`src/rtl/txd_ring_pkg.sv`:
```
package txd_ring_pkg;
    localparam int unsigned AW       = 32;
    localparam int unsigned DW       = 32;
    localparam int unsigned RAW      = 8;
    localparam int unsigned LW       = 16;
    localparam int unsigned MAX_LEN  = 1514;

    localparam logic [RAW-1:0] OFS_BASE   = 8'h88;
    localparam logic [RAW-1:0] OFS_CMD    = 8'h90;
    localparam logic [RAW-1:0] OFS_DEMAND = 8'hA0;
    localparam logic [RAW-1:0] OFS_STAT   = 8'hB0;
    localparam logic [RAW-1:0] OFS_CUR    = 8'hCC;

    localparam int unsigned OWN_BIT   = 31;
    localparam int unsigned PAD_BIT   = 0;
    localparam int unsigned CRC_BIT   = 1;
    localparam int unsigned IEN_BIT   = 2;
    localparam int unsigned OK_BIT    = 19;
    localparam int unsigned TXEN_BIT  = 8;

    localparam logic [AW-1:0] W_MODE = 32'd0;
    localparam logic [AW-1:0] W_BUF  = 32'd4;
    localparam logic [AW-1:0] W_LEN  = 32'd8;
    localparam logic [AW-1:0] W_NEXT = 32'd12;

    typedef enum logic [2:0] {
        S_IDLE,
        S_READ_MODE,
        S_READ_BUF,
        S_READ_LEN,
        S_READ_NEXT,
        S_SEND,
        S_WRITE_STAT,
        S_WRITE_MODE
    } walk_state_t;
endpackage

```
`src/rtl/txd_ring_regs.sv`:
```
module txd_ring_regs
    import txd_ring_pkg::*;
(
    input  logic           clk,
    input  logic           rst_n,
    input  logic           wr_en,
    input  logic [RAW-1:0] wr_addr,
    input  logic [DW-1:0]  wdata,
    input  logic [RAW-1:0] rd_addr,
    output logic [DW-1:0]  rd_data,
    input  logic [AW-1:0]  cur_ptr,
    input  logic           set_done,
    input  logic           set_unavail,
    output logic           tx_en,
    output logic           base_wr,
    output logic [AW-1:0]  base_val,
    output logic           demand,
    output logic           irq
);
    logic [AW-1:0] base_q;
    logic [DW-1:0] cmd_q;
    logic [1:0]    status_q;

    assign base_wr  = wr_en && (wr_addr == OFS_BASE);
    assign base_val = wdata;
    assign demand   = wr_en && (wr_addr == OFS_DEMAND) && wdata[0];
    assign tx_en    = cmd_q[TXEN_BIT];
    assign irq      = |status_q;

    always_ff @(posedge clk or negedge rst_n) begin
        if (!rst_n) begin
            base_q   <= '0;
            cmd_q    <= '0;
            status_q <= '0;
        end else begin
            if (base_wr) base_q <= wdata;
            if (wr_en && (wr_addr == OFS_CMD)) cmd_q <= wdata;
            status_q <= (status_q & ~((wr_en && (wr_addr == OFS_STAT)) ? wdata[1:0] : 2'b00))
                        | {set_unavail, set_done};
        end
    end

    always_comb begin
        unique case (rd_addr)
            OFS_BASE: rd_data = base_q;
            OFS_CMD:  rd_data = cmd_q;
            OFS_STAT: rd_data = {30'd0, status_q};
            OFS_CUR:  rd_data = cur_ptr;
            default:  rd_data = '0;
        endcase
    end

    assert_done_flag_R9: assert property (@(posedge clk) disable iff (!rst_n)
        set_done |=> status_q[0]);
    assert_clear_one_R10: assert property (@(posedge clk) disable iff (!rst_n)
        (wr_en && wr_addr == OFS_STAT && wdata[1] && !set_unavail) |=> !status_q[1]);
endmodule

```
`src/rtl/txd_ring_fsm.sv`:
```
module txd_ring_fsm
    import txd_ring_pkg::*;
(
    input  logic          clk,
    input  logic          rst_n,
    input  logic          tx_en,
    input  logic          base_wr,
    input  logic [AW-1:0] base_val,
    input  logic          demand,
    output logic [AW-1:0] cur_ptr,
    output logic          set_done,
    output logic          set_unavail,
    output logic          mem_req,
    output logic          mem_we,
    output logic [AW-1:0] mem_addr,
    output logic [DW-1:0] mem_wdata,
    input  logic          mem_ack,
    input  logic [DW-1:0] mem_rdata,
    output logic          tx_valid,
    output logic [AW-1:0] tx_buf_addr,
    output logic [LW-1:0] tx_len,
    output logic          tx_pad,
    output logic          tx_crc,
    input  logic          tx_done,
    input  logic          tx_ok
);
    walk_state_t   state_q, state_d;
    logic [DW-1:0] mode_q;
    logic [AW-1:0] buf_q;
    logic [LW-1:0] len_q;
    logic [AW-1:0] next_q;
    logic [AW-1:0] cur_q;
    logic          ok_q;
    logic          pend_q;
    logic [LW-1:0] len_cap;

    assign len_cap = (mem_rdata[LW-1:0] > LW'(MAX_LEN)) ? LW'(MAX_LEN) : mem_rdata[LW-1:0];

    // next-state logic
    always_comb begin
        state_d = state_q;
        unique case (state_q)
            S_IDLE:       if (pend_q && tx_en) state_d = S_READ_MODE;
            S_READ_MODE:  if (mem_ack) state_d = mem_rdata[OWN_BIT] ? S_READ_BUF : S_IDLE;
            S_READ_BUF:   if (mem_ack) state_d = S_READ_LEN;
            S_READ_LEN:   if (mem_ack) state_d = S_READ_NEXT;
            S_READ_NEXT:  if (mem_ack) state_d = S_SEND;
            S_SEND:       if (tx_done) state_d = S_WRITE_STAT;
            S_WRITE_STAT: if (mem_ack) state_d = S_WRITE_MODE;
            S_WRITE_MODE: if (mem_ack) state_d = tx_en ? S_READ_MODE : S_IDLE;
            default:      state_d = S_IDLE;
        endcase
    end

    // state register
    always_ff @(posedge clk or negedge rst_n) begin
        if (!rst_n) state_q <= S_IDLE;
        else        state_q <= state_d;
    end

    // datapath registers
    always_ff @(posedge clk or negedge rst_n) begin
        if (!rst_n) begin
            mode_q <= '0;
            buf_q  <= '0;
            len_q  <= '0;
            next_q <= '0;
            cur_q  <= '0;
            ok_q   <= 1'b0;
            pend_q <= 1'b0;
        end else begin
            if (state_q == S_IDLE && base_wr) cur_q <= base_val;
            if (demand) pend_q <= 1'b1;
            else if (state_q == S_IDLE && state_d != S_IDLE) pend_q <= 1'b0;
            unique case (state_q)
                S_READ_MODE:  if (mem_ack) mode_q <= mem_rdata;
                S_READ_BUF:   if (mem_ack) buf_q  <= mem_rdata;
                S_READ_LEN:   if (mem_ack) len_q  <= len_cap;
                S_READ_NEXT:  if (mem_ack) next_q <= mem_rdata;
                S_SEND:       if (tx_done) ok_q   <= tx_ok;
                S_WRITE_MODE: if (mem_ack) cur_q  <= next_q;
                default: ;
            endcase
        end
    end

    // outputs
    always_comb begin
        mem_req   = 1'b0;
        mem_we    = 1'b0;
        mem_addr  = cur_q;
        mem_wdata = '0;
        tx_valid  = 1'b0;
        unique case (state_q)
            S_IDLE:       ;
            S_READ_MODE:  begin mem_req = 1'b1; mem_addr = cur_q + W_MODE; end
            S_READ_BUF:   begin mem_req = 1'b1; mem_addr = cur_q + W_BUF;  end
            S_READ_LEN:   begin mem_req = 1'b1; mem_addr = cur_q + W_LEN;  end
            S_READ_NEXT:  begin mem_req = 1'b1; mem_addr = cur_q + W_NEXT; end
            S_SEND:       tx_valid = 1'b1;
            S_WRITE_STAT: begin
                mem_req   = 1'b1;
                mem_we    = 1'b1;
                mem_addr  = cur_q + W_LEN;
                mem_wdata = {12'd0, ok_q, 3'd0, len_q};
            end
            S_WRITE_MODE: begin
                mem_req   = 1'b1;
                mem_we    = 1'b1;
                mem_addr  = cur_q + W_MODE;
                mem_wdata = {1'b0, mode_q[OWN_BIT-1:0]};
            end
            default: ;
        endcase
    end

    assign set_done    = (state_q == S_WRITE_MODE) && mem_ack && mode_q[IEN_BIT];
    assign set_unavail = (state_q == S_READ_MODE) && mem_ack && !mem_rdata[OWN_BIT];
    assign cur_ptr     = cur_q;
    assign tx_buf_addr = buf_q;
    assign tx_len      = len_q;
    assign tx_pad      = mode_q[PAD_BIT];
    assign tx_crc      = mode_q[CRC_BIT];

    assert_hold_off_R3: assert property (@(posedge clk) disable iff (!rst_n)
        (state_q == S_IDLE && !tx_en) |=> !mem_req);
    assert_len_cap_R5: assert property (@(posedge clk) disable iff (!rst_n)
        tx_valid |-> (tx_len <= LW'(MAX_LEN)));
    assert_own_release_R6: assert property (@(posedge clk) disable iff (!rst_n)
        (mem_req && mem_we && mem_addr == cur_q) |-> !mem_wdata[OWN_BIT]);
    assert_stop_unowned_R8: assert property (@(posedge clk) disable iff (!rst_n)
        set_unavail |=> !mem_req);
    assert_req_hold_R11: assert property (@(posedge clk) disable iff (!rst_n)
        (mem_req && !mem_ack) |=> (mem_req && $stable(mem_addr)));
endmodule

```
`src/rtl/txd_ring_walker.sv`:
```
module txd_ring_walker
    import txd_ring_pkg::*;
(
    input  logic           clk,
    input  logic           rst_n,
    input  logic           cfg_wr_en,
    input  logic [RAW-1:0] cfg_addr,
    input  logic [DW-1:0]  cfg_wdata,
    input  logic [RAW-1:0] cfg_rd_addr,
    output logic [DW-1:0]  cfg_rd_data,
    output logic           mem_req,
    output logic           mem_we,
    output logic [AW-1:0]  mem_addr,
    output logic [DW-1:0]  mem_wdata,
    input  logic           mem_ack,
    input  logic [DW-1:0]  mem_rdata,
    output logic           tx_valid,
    output logic [AW-1:0]  tx_buf_addr,
    output logic [LW-1:0]  tx_len,
    output logic           tx_pad,
    output logic           tx_crc,
    input  logic           tx_done,
    input  logic           tx_ok,
    output logic           irq
);
    logic          tx_en, base_wr, demand, set_done, set_unavail;
    logic [AW-1:0] base_val, cur_ptr;

    txd_ring_regs u_regs (
        .clk(clk), .rst_n(rst_n),
        .wr_en(cfg_wr_en), .wr_addr(cfg_addr), .wdata(cfg_wdata),
        .rd_addr(cfg_rd_addr), .rd_data(cfg_rd_data),
        .cur_ptr(cur_ptr), .set_done(set_done), .set_unavail(set_unavail),
        .tx_en(tx_en), .base_wr(base_wr), .base_val(base_val),
        .demand(demand), .irq(irq)
    );

    txd_ring_fsm u_fsm (
        .clk(clk), .rst_n(rst_n),
        .tx_en(tx_en), .base_wr(base_wr), .base_val(base_val), .demand(demand),
        .cur_ptr(cur_ptr), .set_done(set_done), .set_unavail(set_unavail),
        .mem_req(mem_req), .mem_we(mem_we), .mem_addr(mem_addr),
        .mem_wdata(mem_wdata), .mem_ack(mem_ack), .mem_rdata(mem_rdata),
        .tx_valid(tx_valid), .tx_buf_addr(tx_buf_addr), .tx_len(tx_len),
        .tx_pad(tx_pad), .tx_crc(tx_crc), .tx_done(tx_done), .tx_ok(tx_ok)
    );
endmodule

```
`config.mk`:
```
export PLATFORM = sky130hd
export DESIGN_NAME = txd_ring_walker
export DESIGN_NICKNAME = d
export VERILOG_FILES = /design/src/rtl/txd_ring_pkg.sv /design/src/rtl/txd_ring_regs.sv /design/src/rtl/txd_ring_fsm.sv /design/src/rtl/txd_ring_walker.sv
export SDC_FILE = /design/constraint.sdc
export NUM_CORES = 1
export LEC_CHECK = 0
export BUFFER_PORTS_ARGS = -buffer_cell sky130_fd_sc_hd__buf_2
export CAP_MARGIN = 10
export CELL_PAD_IN_SITES_DETAIL_PLACEMENT = 0
export CELL_PAD_IN_SITES_GLOBAL_PLACEMENT = 1
export CORE_ASPECT_RATIO = 0.75
export CORE_MARGIN = 5
export CORE_UTILIZATION = 30
export CTS_CLUSTER_SIZE = 20
export DETAILED_ROUTE_END_ITERATION = 12
export MAX_ROUTING_LAYER = met4
export PLACE_DENSITY = 0.62
export SETUP_SLACK_MARGIN = 0.3
export SLEW_MARGIN = 20
export SYNTH_ARGS = -nofsm -noshare
export SYNTH_HDL_FRONTEND = slang
export SYNTH_SLANG_ARGS = --single-unit
```
`constraint.sdc`:
```
create_clock -name clk -period 3 [get_ports clk]
set_clock_uncertainty 0.2 [all_clocks]
set_input_delay 0.75 -clock clk [delete_from_list [all_inputs] [get_ports clk]]
set_output_delay 0.75 -clock clk [all_outputs]
set_load 0.01 [all_outputs]
```
# After elaboration in Yosys (flattened, before gate mapping)
# Index checks and enable logic that the tools add are counted.
# W data, S select, Z words.
# op_classes
n_eq_ne,15
n_bitwise,3
addsub,3
muxes,24
magnitude_cmp,1
reduce_logical,25
# op_table
cell,n
$pmux W32 S4,1
$mux W32,3
$pmux W32 S3,1
$add A32 B4 Y32 const B,2
$eq A8 B8 Y1 const B,8
$pmux W31 S2,1
$add A32 B3 Y32 const B,1
$mux W3,8
$pmux W3 S8,1
$gt A16 B11 Y1 const B,1
$mux W16,1
$eq A3 B3 Y1 const B,4
$logic_and A1 B1 Y1,12
$reduce_and A2 Y1,5
$eq A3 B2 Y1 const B,2
$mux W1,6
$reduce_or A2 Y1,3
$reduce_or A6 Y1,1
$mux W2,2
$eq A3 B1 Y1 const B,1
$logic_not A3 Y1,1
$reduce_bool A3 Y1,1
$and A2 B2 Y2,1
$not A2 Y2,1
other kinds (3),3
# word_totals
inputBits,86
ff_bits,214

# Longest topological paths before layout
# Gate-level depths: netlist (run 1).
# depth
ltp_word,7
mapped_depth,10

# Hierarchy
# Synthesis (run 1) repeated with hierarchy kept, for this count alone.
# unflattened
cells_unflattened,957
area_unflattened_um2,10989.3
# modules_own_cells
module,cells_per_inst,n_inst,seq_area_each_um2,area_per_inst_um2
txd_ring_fsm,647,1,3703.6,7338.3
txd_ring_regs,310,1,1651.6,3651.0

# Least setup slack after synthesis (run 1)
# No wires, ideal clock.
# synth_timing
path_kind,register to output
from,reg u_fsm.state_q[2]
to,out mem_addr[12]
t_arrival_ps,2327
required_time_ps,2050
path_stages_with_launch,11
path_slack_ps,-277
path_cell_list,dfrtp_1 > buf_4 > clkbuf_1 > nand2_1 > xnor2_1 > ha_1 > nor2b_1 > o21a_1 > o2111a_1 > and3_1 > xor2_1
# synth_via
elab_chain_cells,3
# synth_rtl
item,line_no,rtl
start: declaration,txd_ring_fsm.sv:27,"walk_state_t state_q, state_d;"
start signal: assignment,txd_ring_fsm.sv:58,else state_q <= state_d;
$eq A3 B3 Y1 or $eq A3 B2 Y1 (tied branches),txd_ring_fsm.sv:94,unique case (state_q)
$reduce_or A2 Y1 (no line),--,
$pmux W32 S3 (*),txd_ring_fsm.sv:94,
end: declaration,txd_ring_walker.sv:13,"output logic [AW-1:0] mem_addr,"
# Every way passes the cells marked *; elsewhere a longest branch is shown, timed or not.

# Worst setup path in the final report (run 1)
# layout_timing
from,reg u_fsm.state_q[0]
to,out mem_addr[20]
# The elaborated chain is that of the path after synthesis.

==> qor.yml, run 1 <==
timing.rr.start: "u_fsm.state_q[1]$_DFF_PN0_"
cpLargestDelayFamily: "compound AO/OA/AOI/OAI gates"
io_pins: 236
synthCells: 902
synth.distinct_cells: 61
insertion_delay_ns: 0.53
die_x_um: 224.6
fmax_mhz: 280.4
areaGrowthSynthToFinish_pct: 36.43
hold_depth: 2
start_util_pct: 30.13
fin_area_um2: 14140
hp-start: "tx_ok"
internal-power_mw: 7.768
cts_buffers: 25
dpl.hpwl_um: 25050
die_h_um: 171.0
dp.cells: 1603
slowest_delay_ns: 0.43
cts_tree: "yes"
portBuffers: 234
gp_congestion: 0.8087
power.total_mw: 11.91
critPathMaxFanout: 8
grt_overflow: 0
violations: "setup timing"
routed_wl_um: 36000
layout-drive-gt1-share_pct: 48.15
m1WireLength_um: 17500
min_period_ns: 3.567
r2r_end: "u_fsm.cur_ptr[26]$_DFF_PN0_"
clock_power_share_pct: 24.7
hold_class: "in2reg"
worstPathCellList: "nor2_4 -> nand2_2 -> xnor2_2 -> ha_4 -> nor2b_4 -> o21a_1 -> o2111a_2 -> buf_4 -> nand3_2 -> xnor2_2 -> buf_2"
switching_share_pct: 34.80
critPathRequiredTime_ns: 2.05
finalSetupTns_ns: -13.89
finalCritPeriodShare_pct: 118.9
slew_viol_final: 0
cp_slowest_cell: "dfrtp_2"
setup_violations: 56
regToRegSetupSlack_ns: 0.77
postRouteAntennaNets: 0
hold_violations: 0
hold_slack_ns: 0.2624
drt_iter0_markers: 447
synth_seq_area_share_pct: 51.66
crit_type: "reg2out"
synth.avg_cell_area_um2: 11.49
syn_nets: 990
worstPathArrival_ns: 2.62
met2_length_um: 15900
vdd_ir_drop_max_mv: 0.4267
nNetsFinal: 1289
clock_path_buffers: 3
crit_path_end_kind: "primary output"
dp_worst_setup_slack_ns: -0.1903
startpoint: "u_fsm.state_q[0]$_DFF_PN0_"
grt_first_pass_wirelength_um: 54120
pwr-share-comb_pct: 36.9
synthArstFlopShare_pct: 100.0
syn-cell-area_um2: 10370
p_per_area_nw_per_um2: 842.4
postLayoutSetupSlackWorst_ns: -0.5667
p_sw_mw: 4.146
antenna_found_initial: 4
synth_edf_count: 0
htreeDepth: 1
cap_viol_max_count: 0
clk_pin_slew_ns: 0.06
wl_per_cell_um: 21.48
vias: 8080
reg2regPathDepth: 7
design.core.area_um2: 34400
clkSinkCount: 214
dpl-instance-area_um2: 12460
pwr-share-seq_pct: 38.4
wl_met3_um: 2111
rsz0062_at_grt: "yes"
grt_pass1_vias: 8462
tightestPinTransition_ns: 0.5907
root_buffer: "clkbuf_16"
drc_errors: 0
dr.pass1.iters: 7
start_kind: "flip-flop"
maxUsedRoutingLayer: "met4"
outcome: "finished with violations"
ys.flop_type: "dfrtp_1"
final_util_pct: 41.11
worst-path-buf-inv: 2
yosys_warnings: 0
num_rows: 59
die_area_um2: 38410
via_per_inst: 4.821
ys_ff_latch: 214
grt_max_degree: 61
whs_endpoint: "u_fsm.ok_q$_DFFE_PN0P_"
crit_top_cell: "xnor2_2"
relSlewSlack_pct: 60.47
final_cells: 1676
grt_use_total_pct: 18.88
p_leak_nw: 7.087
[cells in the mapped netlist, types with 2 or more instances]
cell type  count  area (um2)
nand3_1       18       90.09
buf_4          7       52.55
and4_1         5       43.79
o21ai_1        3       15.01
nor4_1         2       12.51
xor2_1        17       148.9
and2_1         6       37.54
dfrtp_1      214        5355
inv_1         17       63.81
o211ai_1       2       15.01
nor2_1        68       255.2
nor3_2         4       40.04
nor2b_1        5       31.28
a21o_1         2       15.01
and3_1        25       156.4
mux2_1        32       360.4
a21oi_1       38       190.2
a31oi_1        2       12.51
xnor2_1       10       87.58
clkbuf_1      21       78.83
buf_1          3       11.26
buf_8          3       45.04
mux2_2       127        1430
o22a_1         6       52.55
nand2_2        2       12.51
ha_1           2       25.02
nor3_1        13       65.06
a222oi_1       5       50.05
buf_2         22       110.1
a22oi_1       27       202.7
nand2_1       79       296.5
mux2i_1       53       530.5
nand4_1        8       50.05
nand2b_1       4       25.02
o21ai_0       15       75.07
buf_6          6       67.56
nand3b_1       4       30.03
o31ai_1        2       15.01
[metal layers]
metal | GRT usage [%] | vias to the layer above
li1 | - | 3811
met1 | 27.50 | 4039
met2 | 28.08 | 198
met3 | 3.636 | 32
met4 | 2.752 | 0
met5 | - | -
[placed cells by master, fill, tap and decap left out, types with 15 or more instances in the layout]
cell         n
a21oi_1     37
a22oi_2     27
and3_1      22
buf_2      222
buf_4       70
buf_6       18
clkbuf_16   26
dfrtp_1    213
inv_1       16
mux2_1      32
mux2_2     127
mux2i_1     53
nand2_1     70
nor2_1      62
o21ai_0     15
[what timing repair did]
action	in CTS	in global routing
gates resized for setup	90	16
cloned	9	1
setup buffers	13	4
endpoints found under the setup margin	95	95
pin swaps	68	18
hold endpoints to repair	55	0
hold buffers	1	0
[worst max path at each step]
stage                        end  slack (ns)  depth (start not counted)
finish              mem_addr[20]       -0.57                         11
global placement    mem_addr[24]       -0.18                         10
global route        mem_addr[31]       -0.72                          9
detailed placement  mem_addr[24]       -0.19                         10
floorplan           mem_addr[12]        0.04                         10
CTS                 mem_addr[31]       -0.60                          9
[layout make-up]
type                            instances  area (um2)
Fill cell                            3377       20260
Sequential cell                       214        5356
Multi-Input combinational cell        608        4989
Timing Repair Buffer                  334        2367
Clock buffer                           35       713.2
Tap cell                              457       571.8
Inverter                               18       73.82
Clock inverter                          6       61.31
Antenna cell                            4       10.01
[registers in the layout (all words and copies together) (netlist names)]
signal             count
u_fsm.cur_ptr         32
u_regs.status_q        2
u_fsm.tx_len          16
u_regs.base_q         32
u_fsm.state_q          3
u_regs.cmd_q          32
u_fsm.mode_q          31
u_fsm.next_q          32
u_fsm.ok_q             1
u_fsm.tx_buf_addr     32
u_fsm.pend_q           1
[logic make-up after synthesis]
| group | after synthesis | share of synthesized area, % |
|---|---|---|
| AOI/OAI and AO/OA | 112 | 7.073 |
| muxes | 212 | 22.39 |
| DFF | 214 | 51.66 |
| and+or+nand+nor | 254 | 12.14 |
| buffers and inverters | 80 | 4.176 |
| adders and majority gates | 2 | 0.2414 |
| xor gates and xnor gates | 27 | 2.281 |
| other | 1 | 0.03618 |
[power by group through the flow]
stage,clock network (mW),registers [mW],logic [mW]
2_1_floorplan,0,4.61,2.34
3_3_place_gp,0,4.56,4.17
4_1_cts,3.04,4.58,4.36
6_report,2.94,4.58,4.39
5_1_grt,3.16,4.71,4.80
3_5_place_dp,0,4.59,4.21
Note: power is estimated with default switching activity, not from simulation.
==> run 2, diff against run 1 <==
PLACE_DENSITY = 0.6   (was 0.62)
clock period = 4 ns   (was 3 ns; I/O delays follow)
==> run 2 against run 1 <==
Compared with the run above:
- the flow now finishes without violations
- hold slack worse by 0.031 ns
- global-route usage decreased by 1.1 points
- sequential cell count unchanged
==> qor.yml, run 2 (synthesized netlist as in run 1, its figures left out) <==
p_per_area_nw_per_um2: 664.0  # was 842.4 nW/um2
cts_tree: "yes"  # unchanged
cap_viol_max_count: 0  # unchanged
critPathRequiredTime_ns: 2.80  # was 2.05 ns
dpl.hpwl_um: 24390  # was 25,050 um
start_util_pct: 30.13  # unchanged
busiest_layer: "met1"  # was met2
final_util_pct: 38.72  # was 41.11%
cts_buffers: 26  # was 25
crit_path_end_kind: "primary output"  # unchanged
hold_class: "in2async"  # was in2reg
use_met3_pct: 3.533  # was 3.636%
hold_buffers: 0  # was 1
grt_first_pass_wirelength_um: 51060  # was 54,120 um
dr.pass1.iters: 4  # was 7
reg2regPathDepth: 7  # unchanged
slew_viol_final: 0  # unchanged
insertion_delay_ns: 0.54  # was 0.53 ns
tightestPinTransition_ns: 0.8796  # was 0.5907 ns
hold_violations: 0  # unchanged
via_per_inst: 4.919  # was 4.821
final_common_cell: "buf_2"  # unchanged
regToRegSetupSlack_ns: 1.27  # was 0.77 ns
layout-drive-gt1-share_pct: 42.78  # was 48.15%
critPathMaxFanout: 8  # unchanged
vias: 7988  # was 8,080
num_rows: 59  # unchanged
grt_use_total_pct: 17.79  # was 18.88%
io_pins: 236  # unchanged
grt_pass1_vias: 8011  # was 8,462
nFillCells: 3479  # was 3,377
grt_overflow: 0  # unchanged
hold_slack_ns: 0.2317  # was 0.2624 ns
postRouteAntennaNets: 0  # unchanged
final_cell_mix: "232 x buf_2, 211 x dfrtp_1, 127 x mux2_2"  # was 222 x buf_2, 213 x dfrtp_1, 127 x mux2_2
clk_pin_slew_ns: 0.06  # about the same
routed_wl_um: 34730  # was 36,000 um
relSlewSlack_pct: 41.36  # was 60.47%
clock_path_buffers: 3  # unchanged
design.core.area_um2: 34400  # unchanged
drc_errors: 0  # unchanged
nNetsFinal: 1233  # was 1,289
start_kind: "flip-flop"  # unchanged
clkSinkCount: 214  # unchanged
postLayoutSetupSlackWorst_ns: 0.1786  # was -0.5667 ns
dp_worst_setup_slack_ns: 0.1668  # was -0.1903 ns
worstPathArrival_ns: 2.62  # about the same
drt_iter0_markers: 572  # was 447
vdd_ir_drop_max_mv: 0.3200  # was 0.4267 mV
min_period_ns: 3.821
finalCritPeriodShare_pct: 95.54
areaGrowthSynthToFinish_pct: 28.48  # was 36.43%
use_met2_pct: 25.40  # was 28.08%
htreeDepth: 1  # unchanged
crit_type: "reg2out"  # unchanged
outcome: "finished clean"  # was finished with violations
fmax_mhz: 261.7
rsz0062_at_grt: "yes"  # unchanged
wl_per_cell_um: 21.38  # was 21.48 um
timing.rr.start: "u_fsm.state_q[2]$_DFF_PN0_"  # was u_fsm.state_q[1]$_DFF_PN0_
die_h_um: 171.0  # unchanged
grt_use_met1_pct: 26.51  # was 27.50%
setup_violations: 0  # was 56
portBuffers: 234  # unchanged
grt_max_degree: 72  # was 61
r2r_end: "u_fsm.cur_ptr[26]$_DFF_PN0_"  # unchanged
root_buffer: "clkbuf_16"  # unchanged
antenna_found_initial: 3  # was 4
die_x_um: 224.6  # unchanged
gp_congestion: 0.8154  # was 0.8087
fin_area_um2: 13320  # was 14,140 um2
p_leak_nw: 6.794  # was 7.087 nW
finalSetupTns_ns: 0  # was -13.89 ns
die_area_um2: 38410  # unchanged
dpl-instance-area_um2: 12050  # was 12,460 um2
## run 2: cell types whose count changed in the layout (fill, tap and decap cells not counted), moves of 5 or more
cell and change:
nand2_2 -7, buf_2 +10, nand2_1 +9, buf_6 -13, buf_4 -40, a22oi_1 +27, nor3_4 +5, a22oi_2 -27
buf_16 -9
## run 2: area by class of cell
class	instances	area (um2)	share of cell area, %
timing repair buffer	277	1643	12.33
tap	457	571.8	4.293
multi-input combinational	608	4812	36.13
inverter	18	67.56	0.5073
clock buffer	37	742.0	5.571
antenna	3	7.507	0.05636
clock inverter	10	116.4	0.8737
sequential	214	5359	40.23
## run 2: worst max path at each step
stage | from | to | slack [ns] | depth (start not counted)
3_3_place_gp | cfg_rd_addr[1] | cfg_rd_data[15] | 0.20 | 8
4_1_cts | u_fsm.state_q[1]$_DFF_PN0_ | mem_addr[30] | 0.12 | 10
2_1_floorplan | u_fsm.state_q[2]$_DFF_PN0_ | mem_addr[12] | 0.47 | 10
3_5_place_dp | cfg_rd_addr[1] | cfg_rd_data[8] | 0.17 | 8
5_1_grt | u_fsm.state_q[1]$_DFF_PN0_ | mem_addr[30] | 0.04 | 10
6_report | u_fsm.state_q[0]$_DFF_PN0_ | mem_addr[30] | 0.18 | 10
## run 2: critical path: stages, from the launching register on
cell and delay (ns):
dfrtp_2 0.40, nor2_2 0.12, nand2_1 0.07, xnor2_1 0.16
ha_2 0.22, nor2b_4 0.13, o21a_2 0.14, o2111a_2 0.32
nand4_1 0.16, xnor2_1 0.20, buf_2 0.16
## run 2: power by group
group          internal (mW)  total [mW]  switching, mW
clock network           1.42        2.37          0.952
logic                   1.44        2.93           1.49
registers               2.92        3.54          0.621
## run 2: repair_timing
| action | CTS | global route |
|---|---|---|
| cloned | 0 | 3 |
| setup endpoints to repair | 49 | 29 |
| pin swaps | 19 | 22 |
| gates resized for setup | 24 | 36 |
| setup buffers | 7 | 6 |
## run 2: metal layers
layer / part of all wire [%] / vias to the layer above
met1: 50 / 4067
met5: 0 / -
li1: - / 3702
met3: 5.0 / 33
met4: 1.3 / 0
met2: 43 / 186
## run 2: through the flow
step                      std cells  total power [mW]
after floorplan                 902             5.163
after global placement         1558             6.306
after detailed placement       1558             6.343
after CTS                      1612             8.847
after global routing           1624             9.376
final                          1624             8.843
